**src/rtl/cnt_snap_pkg.sv**
```systemverilog
package cnt_snap_pkg;
    localparam int BYTE_W = 8;
    localparam int CNT_W  = 2 * BYTE_W;

    typedef enum logic {
        ST_OPEN   = 1'b0,
        ST_SETTLE = 1'b1
    } sched_state_e;
endpackage

```
**src/rtl/cnt_sched.sv**
```systemverilog
module cnt_sched
    import cnt_snap_pkg::*;
(
    input  logic clk,
    input  logic rst_n,
    input  logic acc_valid,
    output logic ready,
    output logic take
);
    sched_state_e state_q, state_d;

    always_ff @(posedge clk) begin
        if (!rst_n) state_q <= ST_OPEN;
        else        state_q <= state_d;
    end

    always_comb begin
        state_d = state_q;
        ready   = 1'b0;
        take    = 1'b0;
        unique case (state_q)
            ST_OPEN: begin
                ready = 1'b1;
                if (acc_valid) begin
                    take    = 1'b1;
                    state_d = ST_SETTLE;
                end
            end
            ST_SETTLE: begin
                state_d = ST_OPEN;
            end
            default: state_d = ST_OPEN;
        endcase
    end
endmodule

```
**src/rtl/cnt_cell.sv**
```systemverilog
module cnt_cell
    import cnt_snap_pkg::*;
(
    input  logic              clk,
    input  logic              rst_n,
    input  logic              freeze,
    input  logic              inc,
    input  logic              dec,
    input  logic              clr,
    input  logic              wr_lo,
    input  logic              wr_hi,
    input  logic [BYTE_W-1:0] wdata,
    output logic [CNT_W-1:0]  value
);
    logic             held_inc, held_dec, held_clr;
    logic [1:0]       n_up, n_down;
    logic [CNT_W-1:0] next_val;

    always_comb begin
        n_up     = {1'b0, held_inc} + {1'b0, inc};
        n_down   = {1'b0, held_dec} + {1'b0, dec};
        next_val = value + CNT_W'(n_up) - CNT_W'(n_down);
    end

    always_ff @(posedge clk) begin
        if (!rst_n) begin
            value    <= '0;
            held_inc <= 1'b0;
            held_dec <= 1'b0;
            held_clr <= 1'b0;
        end else if (freeze) begin
            held_inc <= inc;
            held_dec <= dec;
            held_clr <= clr;
            if (wr_lo) value[BYTE_W-1:0]     <= wdata;
            if (wr_hi) value[CNT_W-1:BYTE_W] <= wdata;
        end else begin
            value    <= (held_clr || clr) ? '0 : next_val;
            held_inc <= 1'b0;
            held_dec <= 1'b0;
            held_clr <= 1'b0;
        end
    end
endmodule

```
**src/rtl/snap_hold.sv**
```systemverilog
module snap_hold
    import cnt_snap_pkg::*;
#(
    parameter int IDXW = 2
) (
    input  logic              clk,
    input  logic              rst_n,
    input  logic              rd_cnt,
    input  logic [IDXW-1:0]   rd_idx,
    input  logic              rd_hi,
    input  logic [CNT_W-1:0]  live,
    output logic [BYTE_W-1:0] byte_out,
    output logic [CNT_W-1:0]  hold_q
);
    logic            pend_q;
    logic [IDXW-1:0] pend_idx_q;
    logic            pend_hi_q;
    logic            from_hold;

    always_comb begin
        from_hold = pend_q && (pend_idx_q == rd_idx) && (pend_hi_q != rd_hi);
        if (from_hold) byte_out = rd_hi ? hold_q[CNT_W-1:BYTE_W] : hold_q[BYTE_W-1:0];
        else           byte_out = rd_hi ? live[CNT_W-1:BYTE_W]   : live[BYTE_W-1:0];
    end

    always_ff @(posedge clk) begin
        if (!rst_n) begin
            pend_q     <= 1'b0;
            pend_idx_q <= '0;
            pend_hi_q  <= 1'b0;
            hold_q     <= '0;
        end else if (rd_cnt) begin
            if (from_hold) begin
                pend_q <= 1'b0;
            end else begin
                hold_q     <= live;
                pend_q     <= 1'b1;
                pend_idx_q <= rd_idx;
                pend_hi_q  <= rd_hi;
            end
        end
    end
endmodule

```
**src/rtl/cnt_snap_bank.sv**
```systemverilog
module cnt_snap_bank
    import cnt_snap_pkg::*;
#(
    parameter int N    = 4,
    parameter int IDXW = (N > 1) ? $clog2(N) : 1
) (
    input  logic              clk,
    input  logic              rst_n,
    input  logic              acc_valid,
    input  logic              acc_write,
    input  logic              acc_mask,
    input  logic [IDXW-1:0]   acc_idx,
    input  logic              acc_hi,
    input  logic [BYTE_W-1:0] acc_wdata,
    output logic              acc_ready,
    output logic [BYTE_W-1:0] acc_rdata,
    output logic              acc_rvalid,
    input  logic [N-1:0]      ev_inc,
    input  logic [N-1:0]      ev_dec,
    input  logic [N-1:0]      ev_clr
);
    logic                take;
    logic [N-1:0]        mask_q;
    logic [N*CNT_W-1:0]  cnt_flat;
    logic [CNT_W-1:0]    live;
    logic [CNT_W-1:0]    hold_q;
    logic [BYTE_W-1:0]   snap_byte;
    logic [BYTE_W-1:0]   mask_byte;
    logic [BYTE_W-1:0]   rd_byte;
    logic                idx_ok;
    logic                rd_cnt;

    cnt_sched u_sched (
        .clk       (clk),
        .rst_n     (rst_n),
        .acc_valid (acc_valid),
        .ready     (acc_ready),
        .take      (take)
    );

    for (genvar gi = 0; gi < N; gi++) begin : g_cell
        logic wsel;
        assign wsel = take && acc_write && !acc_mask && (int'(acc_idx) == gi);
        cnt_cell u_cell (
            .clk    (clk),
            .rst_n  (rst_n),
            .freeze (take),
            .inc    (ev_inc[gi] & mask_q[gi]),
            .dec    (ev_dec[gi] & mask_q[gi]),
            .clr    (ev_clr[gi]),
            .wr_lo  (wsel && !acc_hi),
            .wr_hi  (wsel && acc_hi),
            .wdata  (acc_wdata),
            .value  (cnt_flat[gi*CNT_W +: CNT_W])
        );
    end

    always_comb begin
        idx_ok = int'(acc_idx) < N;
        live   = '0;
        for (int i = 0; i < N; i++)
            if (int'(acc_idx) == i) live = cnt_flat[i*CNT_W +: CNT_W];
        mask_byte         = '0;
        mask_byte[N-1:0]  = mask_q;
        rd_cnt            = take && !acc_write && !acc_mask && idx_ok;
        rd_byte           = acc_mask ? mask_byte : (idx_ok ? snap_byte : '0);
    end

    snap_hold #(.IDXW(IDXW)) u_snap (
        .clk      (clk),
        .rst_n    (rst_n),
        .rd_cnt   (rd_cnt),
        .rd_idx   (acc_idx),
        .rd_hi    (acc_hi),
        .live     (live),
        .byte_out (snap_byte),
        .hold_q   (hold_q)
    );

    always_ff @(posedge clk) begin
        if (!rst_n) begin
            mask_q     <= '0;
            acc_rdata  <= '0;
            acc_rvalid <= 1'b0;
        end else begin
            acc_rvalid <= take && !acc_write;
            if (take && !acc_write) acc_rdata <= rd_byte;
            if (take && acc_write && acc_mask) mask_q <= acc_wdata[N-1:0];
        end
    end
endmodule

```
**config.mk**
```make
export PLATFORM = sky130hd
export DESIGN_NAME = cnt_snap_bank
export DESIGN_NICKNAME = d
export VERILOG_FILES = /design/src/rtl/cnt_snap_pkg.sv /design/src/rtl/cnt_sched.sv /design/src/rtl/cnt_cell.sv /design/src/rtl/snap_hold.sv /design/src/rtl/cnt_snap_bank.sv
export SDC_FILE = /design/constraint.sdc
export NUM_CORES = 1
export LEC_CHECK = 0
export BUFFER_PORTS_ARGS = -buffer_cell sky130_fd_sc_hd__buf_2
export CORE_MARGIN = 2
export CORE_UTILIZATION = 60
export CTS_BUF_LIST = sky130_fd_sc_hd__clkbuf_4
export CTS_CLUSTER_SIZE = 16
export DETAILED_ROUTE_END_ITERATION = 16
export PLACE_DENSITY = 0.86
export SETUP_SLACK_MARGIN = 0.02
export SLEW_MARGIN = 30
export SYNTH_ARGS = -nofsm -noshare
export SYNTH_HDL_FRONTEND = slang
export SYNTH_SLANG_ARGS = --single-unit
```
**constraint.sdc**
```tcl
create_clock -name clk -period 8.95 [get_ports clk]
set_input_delay 0.895 -clock clk [delete_from_list [all_inputs] [get_ports clk]]
set_output_delay 0.895 -clock clk [all_outputs]
set_load 0.02 [all_outputs]
```
==> impl_metrics.tcl, run 1 <==
set metrics [dict create \
    total_die_area_um2 14400 \
    synth.net_count 1079 \
    number_of_core_rows 42 \
    maxSlewHeadroom_pct 32.2 \
    htree_levels 3 \
    vias_per_cell 6.43 \
    critical_path_startpoint "mask_q[3]" \
    tritoncts "built" \
    worstHoldStart "u_snap.hold_q[8]" \
    grt_first_pass_wirelength_mm 35.3 \
    core_area_um2 13200 \
    power.density_cell_area_nw_per_um2 181 \
    ys_dominant_reg_cell "dfxtp_1" \
    slowest_library_cell_on_the_worst_path "dfxtp_1" \
    post_synthesis_sequential_area_ratio_pct 27.3 \
    worstReg2RegEnd "g_cell[3].u_cell.value[15]" \
    clock_insertion_delay_worst_skew_ns 0.52 \
    hold_viol_final 0 \
    path_cells "nand2_1 -> fa_1 -> inv_1 -> fa_1 -> inv_1 -> ha_1 -> inv_1 -> fa_1 -> nand2b_1 -> a21oi_1 -> o211ai_1 -> a21o_1 -> and3_1 -> o31ai_1" \
    min_period_over_period_pct 40.2 \
    syn_avg_cell_area_um2 8.24 \
    die_height_um 120 \
    synth_async_sr_flop_share_pct 0 \
    netlist_instances 979 \
    final_max_slew_viol_count 0 \
    total_detailed_routing_wirelength_mm 22.0 \
    drv.max_cap_violation_count 0 \
    timing.critical_path.to_type "flop" \
    number_of_vias_in_the_routed_layout 7505 \
    post_synth_instance_area_um2 8070 \
    cts_hold_buf 0 \
    grt_pass1_vias 6798 \
    num-nets-final 1086 \
    cts-resized-gates 0 \
    final_util_pct 64.1 \
    vdd_ir_drop_max_uv 87.6 \
    min_delay_worst_endpoint "u_snap.hold_q[8]" \
    reg2regPathDepth 14 \
    clock_tree.root_cell "clkbuf_4" \
    antenna_found_initial 1 \
    finalWeightedCongestion 0.973 \
    antenna_left 0 \
    setup_violations 0 \
    regToRegStartpoint "mask_q[3]" \
    drt_iter0_drc 948 \
    hpwl_mm 16.4 \
    post-cts-setup-buffers 0 \
    die_width_um 120 \
    worstHoldPathCells 2 \
    worst_setup_path_start_kind "flop" \
    number_of_enable_flip_flop_cells_after_synthesis 0 \
    regToRegSetupSlack_ns 5.36 \
    synth.yosys.warnings 0 \
    drc 0 \
    flow.area_growth_from_synthesis_pct 4.73 \
    clock_sink_count 110 \
    max_slew.worst_pin.slew_ns 1.02 \
    netlist-cell-type-count 67 \
    cts_max_path_buffers 2 \
    setup_repair_after_global_routing_missed_its_margin "false" \
    ys_ff_latch 110 \
    final_critical_path_time_including_i_o_delays_and_setup_ns 3.59 \
    crit_path_max_incr_delay_ns 0.56 \
    worstSetupPathType "reg2reg" \
    crit_required_ns 9.40 \
    worst-path-max-fanout 5 \
    num-fill-cells 1109 \
    layout-drive-gt1-share_pct 9.08 \
    whs_ns 0.467 \
    setup_tns_ns 0 \
    pin_count 38 \
    fin_worst_skew_ns 0.0207 \
    grt_overflow 0 \
    max_freq_ghz 0.278 \
    hold_path.class "reg2reg" \
    firstDrtPassIters 6 \
    report.power.total_w 0.00153 \
    status "finished, final reports clean" \
    drt-wirelength-per-cell_um 18.8 \
    start_util_pct 61.2 \
    data_arrival_time_of_the_worst_path_ns 4.05 \
    portBuffers 37 \
    clock_edge_transition_at_the_registers_on_the_reported_setup_and_hold_paths_ns 0.18 \
    cts_inserted_buffers 9 \
    p_leak_nw 3.55 \
    grt_max_degree 66 \
    global_route_total_usage_across_every_layer_pct 31.4 \
]
-- metal layers --
layer  routed length (µm)  share of wire (%)  vias up  GRT usage [%]
li1                     -                  -     3563              -
met1                 8990                 41     3532           41.8
met2                10000                 46      338           50.0
met3                 1950                8.8       72           3.80
met4                 1040                4.7        0           16.1
met5                    0                  0        -              0
-- worst max-delay path, delay by kind of cell, from the launching register on --
kind                       cells  cell delay [ns]
DFF                            1             0.56
adders and majority gates      4             1.46
AOI/OAI and AO/OA              4             0.86
buffers and inverters          3             0.19
and+or+nand+nor                3             0.46
-- cell type report --
type,count,area [µm²],share of cell area [%]
diodes,1,2.50,0.0296
repair buffers,41,215,2.55
clock buffers,11,82.6,0.977
flip-flops and latches,110,2200,26.1
inverters,96,360,4.26
clock inverters,5,73.8,0.873
multi-input cells,728,5300,62.6
well taps,176,220,2.61
-- per-stage QoR --
step | instances | instance area, µm² | worst slack (ns)
3_3_place_gp | 1151 | 8290 | 5.06
2_1_floorplan | 979 | 8070 | 5.26
3_5_place_dp | 1151 | 8290 | 4.95
4_1_cts | 1167 | 8450 | 5.38
6_report | 1168 | 8450 | 5.36
5_1_grt | 1168 | 8450 | 5.10
-- placed cells by master, fill, tap and decap left out, types with 15 or more instances in the layout --
cell      netlist  final
a21o_1         16     16
a21oi_1        76     76
a31oi_1        38     38
buf_2          15     37
dfxtp_1       110    110
ha_1           60     60
inv_1          96     96
mux2i_1        15     15
mux4_2         18     18
nand2_1       103    103
nand3_1        25     25
nor2_1         59     59
o211ai_1       20     20
o21ai_0        77     77
xnor2_1        22     22
-- where the power goes --
group	switching, W	total, W	internal, W	leakage (nW)
clock network	0.000174	0.000292	0.000118	0.0883
registers	0.0000556	0.000586	0.000531	0.903
logic	0.000367	0.000651	0.000284	2.56
-- flip-flops by register name (all words and copies together), names as in the netlist --
register and flops:
g_cell.u_cell.value 64, u_snap.hold_q 16, acc_rdata 8, g_cell.u_cell.held_clr 4
g_cell.u_cell.held_dec 4, g_cell.u_cell.held_inc 4, mask_q 4, u_snap.pend_idx_q 2
acc_rvalid 1, u_sched.state_q 1, u_snap.pend_hi_q 1, u_snap.pend_q 1
-- how the worst max path moves through the flow --
stage	to	cells past startpoint	slack, ns
floorplan	g_cell[0].u_cell.value[15]	14	5.26
global placement	g_cell[0].u_cell.value[15]	15	5.06
detailed placement	g_cell[0].u_cell.value[15]	15	4.95
CTS	g_cell[0].u_cell.value[15]	14	5.38
global route	g_cell[0].u_cell.value[15]	14	5.10
finish	g_cell[3].u_cell.value[15]	14	5.36
-- cells in the mapped netlist, types with 9 or more instances --
library cell | number | area share [%]
a211oi_1 | 10 | 0.93
a21o_1 | 16 | 1.5
o21ai_0 | 77 | 4.8
a31oi_1 | 38 | 2.9
o21a_1 | 14 | 1.3
xnor2_1 | 22 | 2.4
nor2_1 | 59 | 2.7
a21oi_1 | 76 | 4.7
o211a_1 | 12 | 1.5
buf_2 | 15 | 0.93
inv_1 | 96 | 4.5
nor2b_1 | 10 | 0.78
xor2_1 | 9 | 0.98
ha_1 | 60 | 9.3
dfxtp_1 | 110 | 27
mux4_2 | 18 | 5.0
mux2i_1 | 15 | 1.9
fa_1 | 12 | 3.0
nand2_1 | 103 | 4.8
nand3_1 | 25 | 1.6
o211ai_1 | 20 | 1.9
clkbuf_1 | 26 | 1.2
-- kinds of logic (layout without fill, tap and decap cells) --
| family | after synthesis | after routing | synth area share [%] |
|---|---|---|---|
| simple gates | 256 | 256 | 14.8 |
| xor+xnor | 31 | 31 | 3.36 |
| fa+ha+maj | 72 | 72 | 12.3 |
| buf+inv | 141 | 153 | 7.18 |
| flops | 110 | 110 | 27.3 |
| compound gates | 329 | 329 | 26.1 |
| other cells | 0 | 1 | 0 |
| mux | 40 | 40 | 8.98 |
(Power assumes the default switching activity.)
==> run 2, diff against run 1 <==
==> constraint.sdc (replaced) <==
create_clock -name clk -period 3.5 [get_ports clk]
set_input_delay 0.35 -clock clk [delete_from_list [all_inputs] [get_ports clk]]
set_output_delay 0.35 -clock clk [all_outputs]
set_load 0.02 [all_outputs]
==> impl_metrics.tcl, run 2 (synthesized netlist as in run 1, its figures left out) <==
set metrics [dict create \
    worstSetupPathType "reg2reg" \
    tritoncts "built" \
    power.density_cell_area_nw_per_um2 462 \
    worstReg2RegEnd "g_cell[2].u_cell.value[15]" \
    clock_edge_transition_at_the_registers_on_the_reported_setup_and_hold_paths_ns 0.16 \
    worst_setup_path_start_kind "flop" \
    hold_viol_final 0 \
    firstDrtPassIters 6 \
    finalWeightedCongestion 0.975 \
    max_slew.worst_pin.slew_ns 0.902 \
    largest_reg_flops 64 \
    setup_repair_after_global_routing_missed_its_margin "true" \
    num-nets-final 1095 \
    die_height_um 120 \
    report.power.total_w 0.00395 \
    drc 0 \
    drt_iter0_drc 1039 \
    total_detailed_routing_wirelength_mm 22.7 \
    htree_levels 3 \
    path_cells "fa_1 -> inv_1 -> fa_1 -> inv_1 -> ha_1 -> inv_1 -> fa_1 -> nor2b_2 -> o31a_1 -> o31ai_1 -> a21oi_2 -> a21o_1 -> a31oi_1" \
    slowest_library_cell_on_the_worst_path "fa_1" \
    number_of_core_rows 42 \
    max_freq_ghz 0.304 \
    number_of_vias_in_the_routed_layout 7607 \
    fin_worst_skew_ns 0.0125 \
    hold_path.class "in2reg" \
    final_max_slew_viol_count 0 \
    drv.max_cap_violation_count 0 \
    antenna_found_initial 1 \
    hpwl_mm 17.0 \
    top_regs "g_cell.u_cell.value (64), u_snap.hold_q (16), acc_rdata (8)" \
    timing.critical_path.to_type "flop" \
    data_arrival_time_of_the_worst_path_ns 3.65 \
    total_die_area_um2 14400 \
    regToRegSetupSlack_ns 0.21 \
    final_util_pct 64.8 \
    core_area_um2 13200 \
    start_util_pct 61.2 \
    maxSlewHeadroom_pct 39.8 \
    cts_max_path_buffers 2 \
    vias_per_cell 6.47 \
    worstHoldPathCells 2 \
    post_route_worst_setup_slack_ns 0.212 \
    dp_worst_setup_slack_ns 0.132 \
    pin_count 38 \
    regToRegStartpoint "g_cell[2].u_cell.value[0]" \
    min_period_over_period_pct 93.9 \
    setup_violations 0 \
    grt_max_degree 53 \
    final_area_um2 8550 \
    grt_pass1_vias 6949 \
    flow.area_growth_from_synthesis_pct 5.98 \
    clock_insertion_delay_worst_skew_ns 0.51 \
    worst-path-max-fanout 4 \
    largest_register "g_cell.u_cell.value" \
    commonest_cells_after_routing_fill_and_taps_aside "dfxtp_1 (107), nand2_1 (103), inv_1 (96)" \
    drt-wirelength-per-cell_um 19.3 \
    die_width_um 120 \
    clock_tree.root_cell "clkbuf_4" \
    vdd_ir_drop_max_uv 208 \
    layout.cells.most_common "dfxtp_1" \
    portBuffers 37 \
    clock_sink_count 110 \
    grt_overflow 0 \
    dpl_cell_area_um2 8340 \
    min_delay_worst_endpoint "g_cell[0].u_cell.held_clr" \
    crit_path_max_incr_delay_ns 0.54 \
    worstHoldStart "ev_clr[0]" \
    grt_first_pass_wirelength_mm 36.1 \
    status "finished, final reports clean" \
    final_critical_path_time_including_i_o_delays_and_setup_ns 3.29 \
    p_leak_nw 3.58 \
    cts_inserted_buffers 9 \
    reg2regPathDepth 13 \
    antenna_left 0 \
    cts_hold_buf 0 \
    global_route_total_usage_across_every_layer_pct 32.1 \
    crit_required_ns 3.86 \
    layout-drive-gt1-share_pct 11.1 \
]
## run 2: cell types whose count changed in the layout (fill, tap and decap cells not counted), sizes merged
cell      change
clkinvlp      +3
buf           +9
clkbuf        -2
clkinv        -2
## run 2: metal layers
metal  track usage (%)  vias to the layer above  wire length [µm]
met4              14.6                        0               981
met5                 0                        -                 0
met3              4.99                       77              2230
li1                  -                     3568                 -
met1              42.6                     3568              9070
met2              51.6                      394             10400
## run 2: where the power goes
| group | switching [W] | total [W] | leakage, nW | internal (W) |
|---|---|---|---|---|
| sequential | 0.000144 | 0.00150 | 0.904 | 0.00136 |
| combinational | 0.000967 | 0.00171 | 2.60 | 0.000747 |
| clock | 0.000449 | 0.000733 | 0.0740 | 0.000284 |
| total | 0.00156 | 0.00395 | 3.58 | 0.00239 |
## run 2: cell type report
class	instances	area, µm²
Antenna cell	1	2.50
Tap cell	176	220
Inverter	96	360
Clock inverter	6	87.6
Fill cell	1098	4640
Sequential cell	110	2210
Multi-Input combinational cell	728	5330
Clock buffer	9	67.6
Timing Repair Buffer	50	283
## run 2: timing repair
item,CTS,global route
setup buffers,0,2
resized for setup,0,11
setup endpoints to repair,0,9
## run 2: how the worst max path moves through the flow
stage	start	to	slack, ns
after global routing	mask_q[2]	g_cell[2].u_cell.value[15]	-0.008
after detailed placement	ev_dec[3]	g_cell[3].u_cell.value[15]	0.13
after floorplan	mask_q[0]	g_cell[0].u_cell.value[15]	0.35
final	g_cell[2].u_cell.value[0]	g_cell[2].u_cell.value[15]	0.21
after CTS	g_cell[2].u_cell.value[0]	g_cell[2].u_cell.value[15]	0.10
after global placement	ev_dec[3]	g_cell[3].u_cell.value[15]	0.21
## run 2: worst max-delay path, delay by kind of cell, from the launching register on
kind,cells,cell delay [ns]
AND/OR/NAND/NOR,1,0.16
AO/OA/AOI/OAI,5,0.89
flip-flops,1,0.40
buffers and inverters,3,0.18
adder cells (fa/ha/maj),4,1.51
## run 2: through the flow
stage               instances  setup TNS [ns]  hold WS [ns]
floorplan                 979               0         0.422
global placement         1158               0         0.437
detailed placement       1158               0         0.449
CTS                      1173               0        0.0629
global route             1176        -0.00819        0.0842
finish                   1176               0        0.0877
==> run 3, diff against run 2 <==
--- a/config.mk
+++ b/config.mk
@@ -6,12 +6,14 @@
 export NUM_CORES = 1
 export LEC_CHECK = 0
 export BUFFER_PORTS_ARGS = -buffer_cell sky130_fd_sc_hd__buf_2
+export CELL_PAD_IN_SITES_DETAIL_PLACEMENT = 1
+export CELL_PAD_IN_SITES_GLOBAL_PLACEMENT = 1
 export CORE_MARGIN = 2
-export CORE_UTILIZATION = 60
+export CORE_UTILIZATION = 49
 export CTS_BUF_LIST = sky130_fd_sc_hd__clkbuf_4
 export CTS_CLUSTER_SIZE = 16
 export DETAILED_ROUTE_END_ITERATION = 16
-export PLACE_DENSITY = 0.86
+export PLACE_DENSITY = 0.91
 export SETUP_SLACK_MARGIN = 0.02
 export SLEW_MARGIN = 30
 export SYNTH_ARGS = -nofsm -noshare
==> impl_metrics.tcl, run 3 (synthesized netlist as in run 1, its figures left out) <==
set metrics [dict create \
    top_regs "g_cell.u_cell.value (64), u_snap.hold_q (16), acc_rdata (8)" \
    number_of_vias_in_the_routed_layout 7923 \
    slowest_library_cell_on_the_worst_path "fa_1" \
    die_width_um 132 \
    cts_inserted_buffers 9 \
    p_leak_nw 3.61 \
    htree_levels 3 \
    setup_violations 0 \
    whs_ns 0.0944 \
    clock_sink_count 110 \
    worstSetupPathType "reg2reg" \
    regToRegSetupSlack_ns 0.12 \
    portBuffers 37 \
    firstDrtPassIters 5 \
    drc 0 \
    tritoncts "built" \
    antenna_left 0 \
    setup_tns_ns 0 \
    layout.cells.most_common "dfxtp_1" \
    antenna-diode-count 0 \
    clock_edge_transition_at_the_registers_on_the_reported_setup_and_hold_paths_ns 0.17 \
    hold_path.class "in2reg" \
    drv.max_cap_violation_count 0 \
    vdd_ir_drop_max_uv 228 \
    timing.critical_path.to_type "flop" \
    crit_required_ns 3.94 \
    max_freq_ghz 0.296 \
    min_period_over_period_pct 96.6 \
    dp_worst_setup_slack_ns -0.0662 \
    largest_register "g_cell.u_cell.value" \
    grt_first_pass_wirelength_mm 43.6 \
    num-fill-cells 2000 \
    start_util_pct 50.4 \
    grt_pass1_vias 8030 \
    met3_usage_pct 5.65 \
    hpwl_mm 21.3 \
    global_route_total_usage_across_every_layer_pct 31.8 \
    clock_tree.root_cell "clkbuf_4" \
    core_area_um2 16000 \
    num-nets-final 1100 \
    drt_iter0_drc 555 \
    maxSlewHeadroom_pct 41.7 \
    setup_repair_after_global_routing_missed_its_margin "true" \
    final_critical_path_time_including_i_o_delays_and_setup_ns 3.38 \
    largest_reg_flops 64 \
    met2_global_route_usage_pct 53.0 \
    commonest_cells_after_routing_fill_and_taps_aside "dfxtp_1 (107), nand2_1 (103), inv_1 (96)" \
    cts_max_path_buffers 2 \
    grt_overflow 0 \
    drt-wirelength-per-cell_um 22.8 \
    grt-busiest-layer "met2" \
    clock_insertion_delay_worst_skew_ns 0.51 \
    hold_viol_final 0 \
    crit_path_max_incr_delay_ns 0.48 \
    die_height_um 132 \
    max_slew.worst_pin.slew_ns 0.870 \
    pin_count 38 \
    total_die_area_um2 17500 \
    total_detailed_routing_wirelength_mm 27.9 \
    finalWeightedCongestion 0.967 \
    vias_per_cell 6.49 \
    met1_usage_pct 39.8 \
    post_route_worst_setup_slack_ns 0.118 \
    flow.area_growth_from_synthesis_pct 6.93 \
    path_cells "nand2_1 -> fa_1 -> inv_1 -> fa_1 -> inv_1 -> ha_1 -> inv_1 -> fa_1 -> nor2b_2 -> o31a_1 -> o21a_1 -> nor2_1 -> or3_1 -> a41oi_1" \
    status "finished, final reports clean" \
    worst_setup_path_start_kind "flop" \
    final_max_slew_viol_count 0 \
    worst-path-max-fanout 4 \
    number_of_core_rows 46 \
    data_arrival_time_of_the_worst_path_ns 3.82 \
    power.density_cell_area_nw_per_um2 456 \
    fin_worst_skew_ns 0.0147 \
    antenna_found_initial 0 \
    grt_max_degree 51 \
    layout-drive-gt1-share_pct 12.0 \
]
## run 3: changes by cell type in the layout (fill, tap and decap cells not counted), moves of 2 or more
cell,before,now
clkinv_2,1,3
bufinv_16,2,0
buf_4,13,18
clkinvlp_4,3,0
## run 3: layout make-up
type	count	area (µm²)	share of cell area, %
multi-input cells	728	5370	62.2
flip-flops and latches	110	2210	25.6
inverters	96	360	4.18
repair buffers	55	320	3.71
well taps	216	270	3.13
clock buffers	10	75.1	0.870
clock inverters	5	27.5	0.319
## run 3: report_power, final
| part | internal, W | leakage (nW) | switching (W) |
|---|---|---|---|
| clock | 0.000146 | 0.0634 | 0.000440 |
| sequential | 0.00136 | 0.905 | 0.000161 |
| combinational | 0.000771 | 2.64 | 0.00106 |
| total | 0.00227 | 3.61 | 0.00166 |
## run 3: critical path: cells and delay by family (launching register included)
family / cells / cell delay [ns]
simple gates: 4 / 0.62
fa+ha+maj: 4 / 1.44
flops: 1 / 0.40
compound gates: 3 / 0.66
buf+inv: 3 / 0.19
## run 3: metal layers
metal / part of all wire [%] / routed length [µm]
met1: 40 / 11000
met2: 47 / 13100
met3: 8.0 / 2220
met4: 5.4 / 1510
met5: 0 / 0
## run 3: metrics by stage
step / instance area (µm²) / utilization, % / instances / power, W
finish: 8630 / 53.9 / 1220 / 0.00394
global route: 8630 / 53.9 / 1220 / 0.00418
CTS: 8530 / 53.3 / 1216 / 0.00385
detailed placement: 8430 / 52.7 / 1201 / 0.00328
global placement: 8410 / 52.6 / 1201 / 0.00318
floorplan: 8070 / - / 979 / 0.00279
## run 3: final timing paths
path                                                   to  cells past startpoint             start
worst max-delay path            g_cell[2].u_cell.value[7]                     14         mask_q[2]
worst min-delay path            g_cell[0].u_cell.held_clr                      2         ev_clr[0]
worst max register to register  g_cell[2].u_cell.value[7]                     14         mask_q[2]
worst min register to register           u_snap.hold_q[7]                      2  u_snap.hold_q[7]
## run 3: timing repair
action,CTS,global route
gates resized for setup,1,18
setup endpoints to repair,1,11
pin swaps,2,8
endpoints found under the hold margin,0,0
hold buffers,0,0
setup buffers,0,4
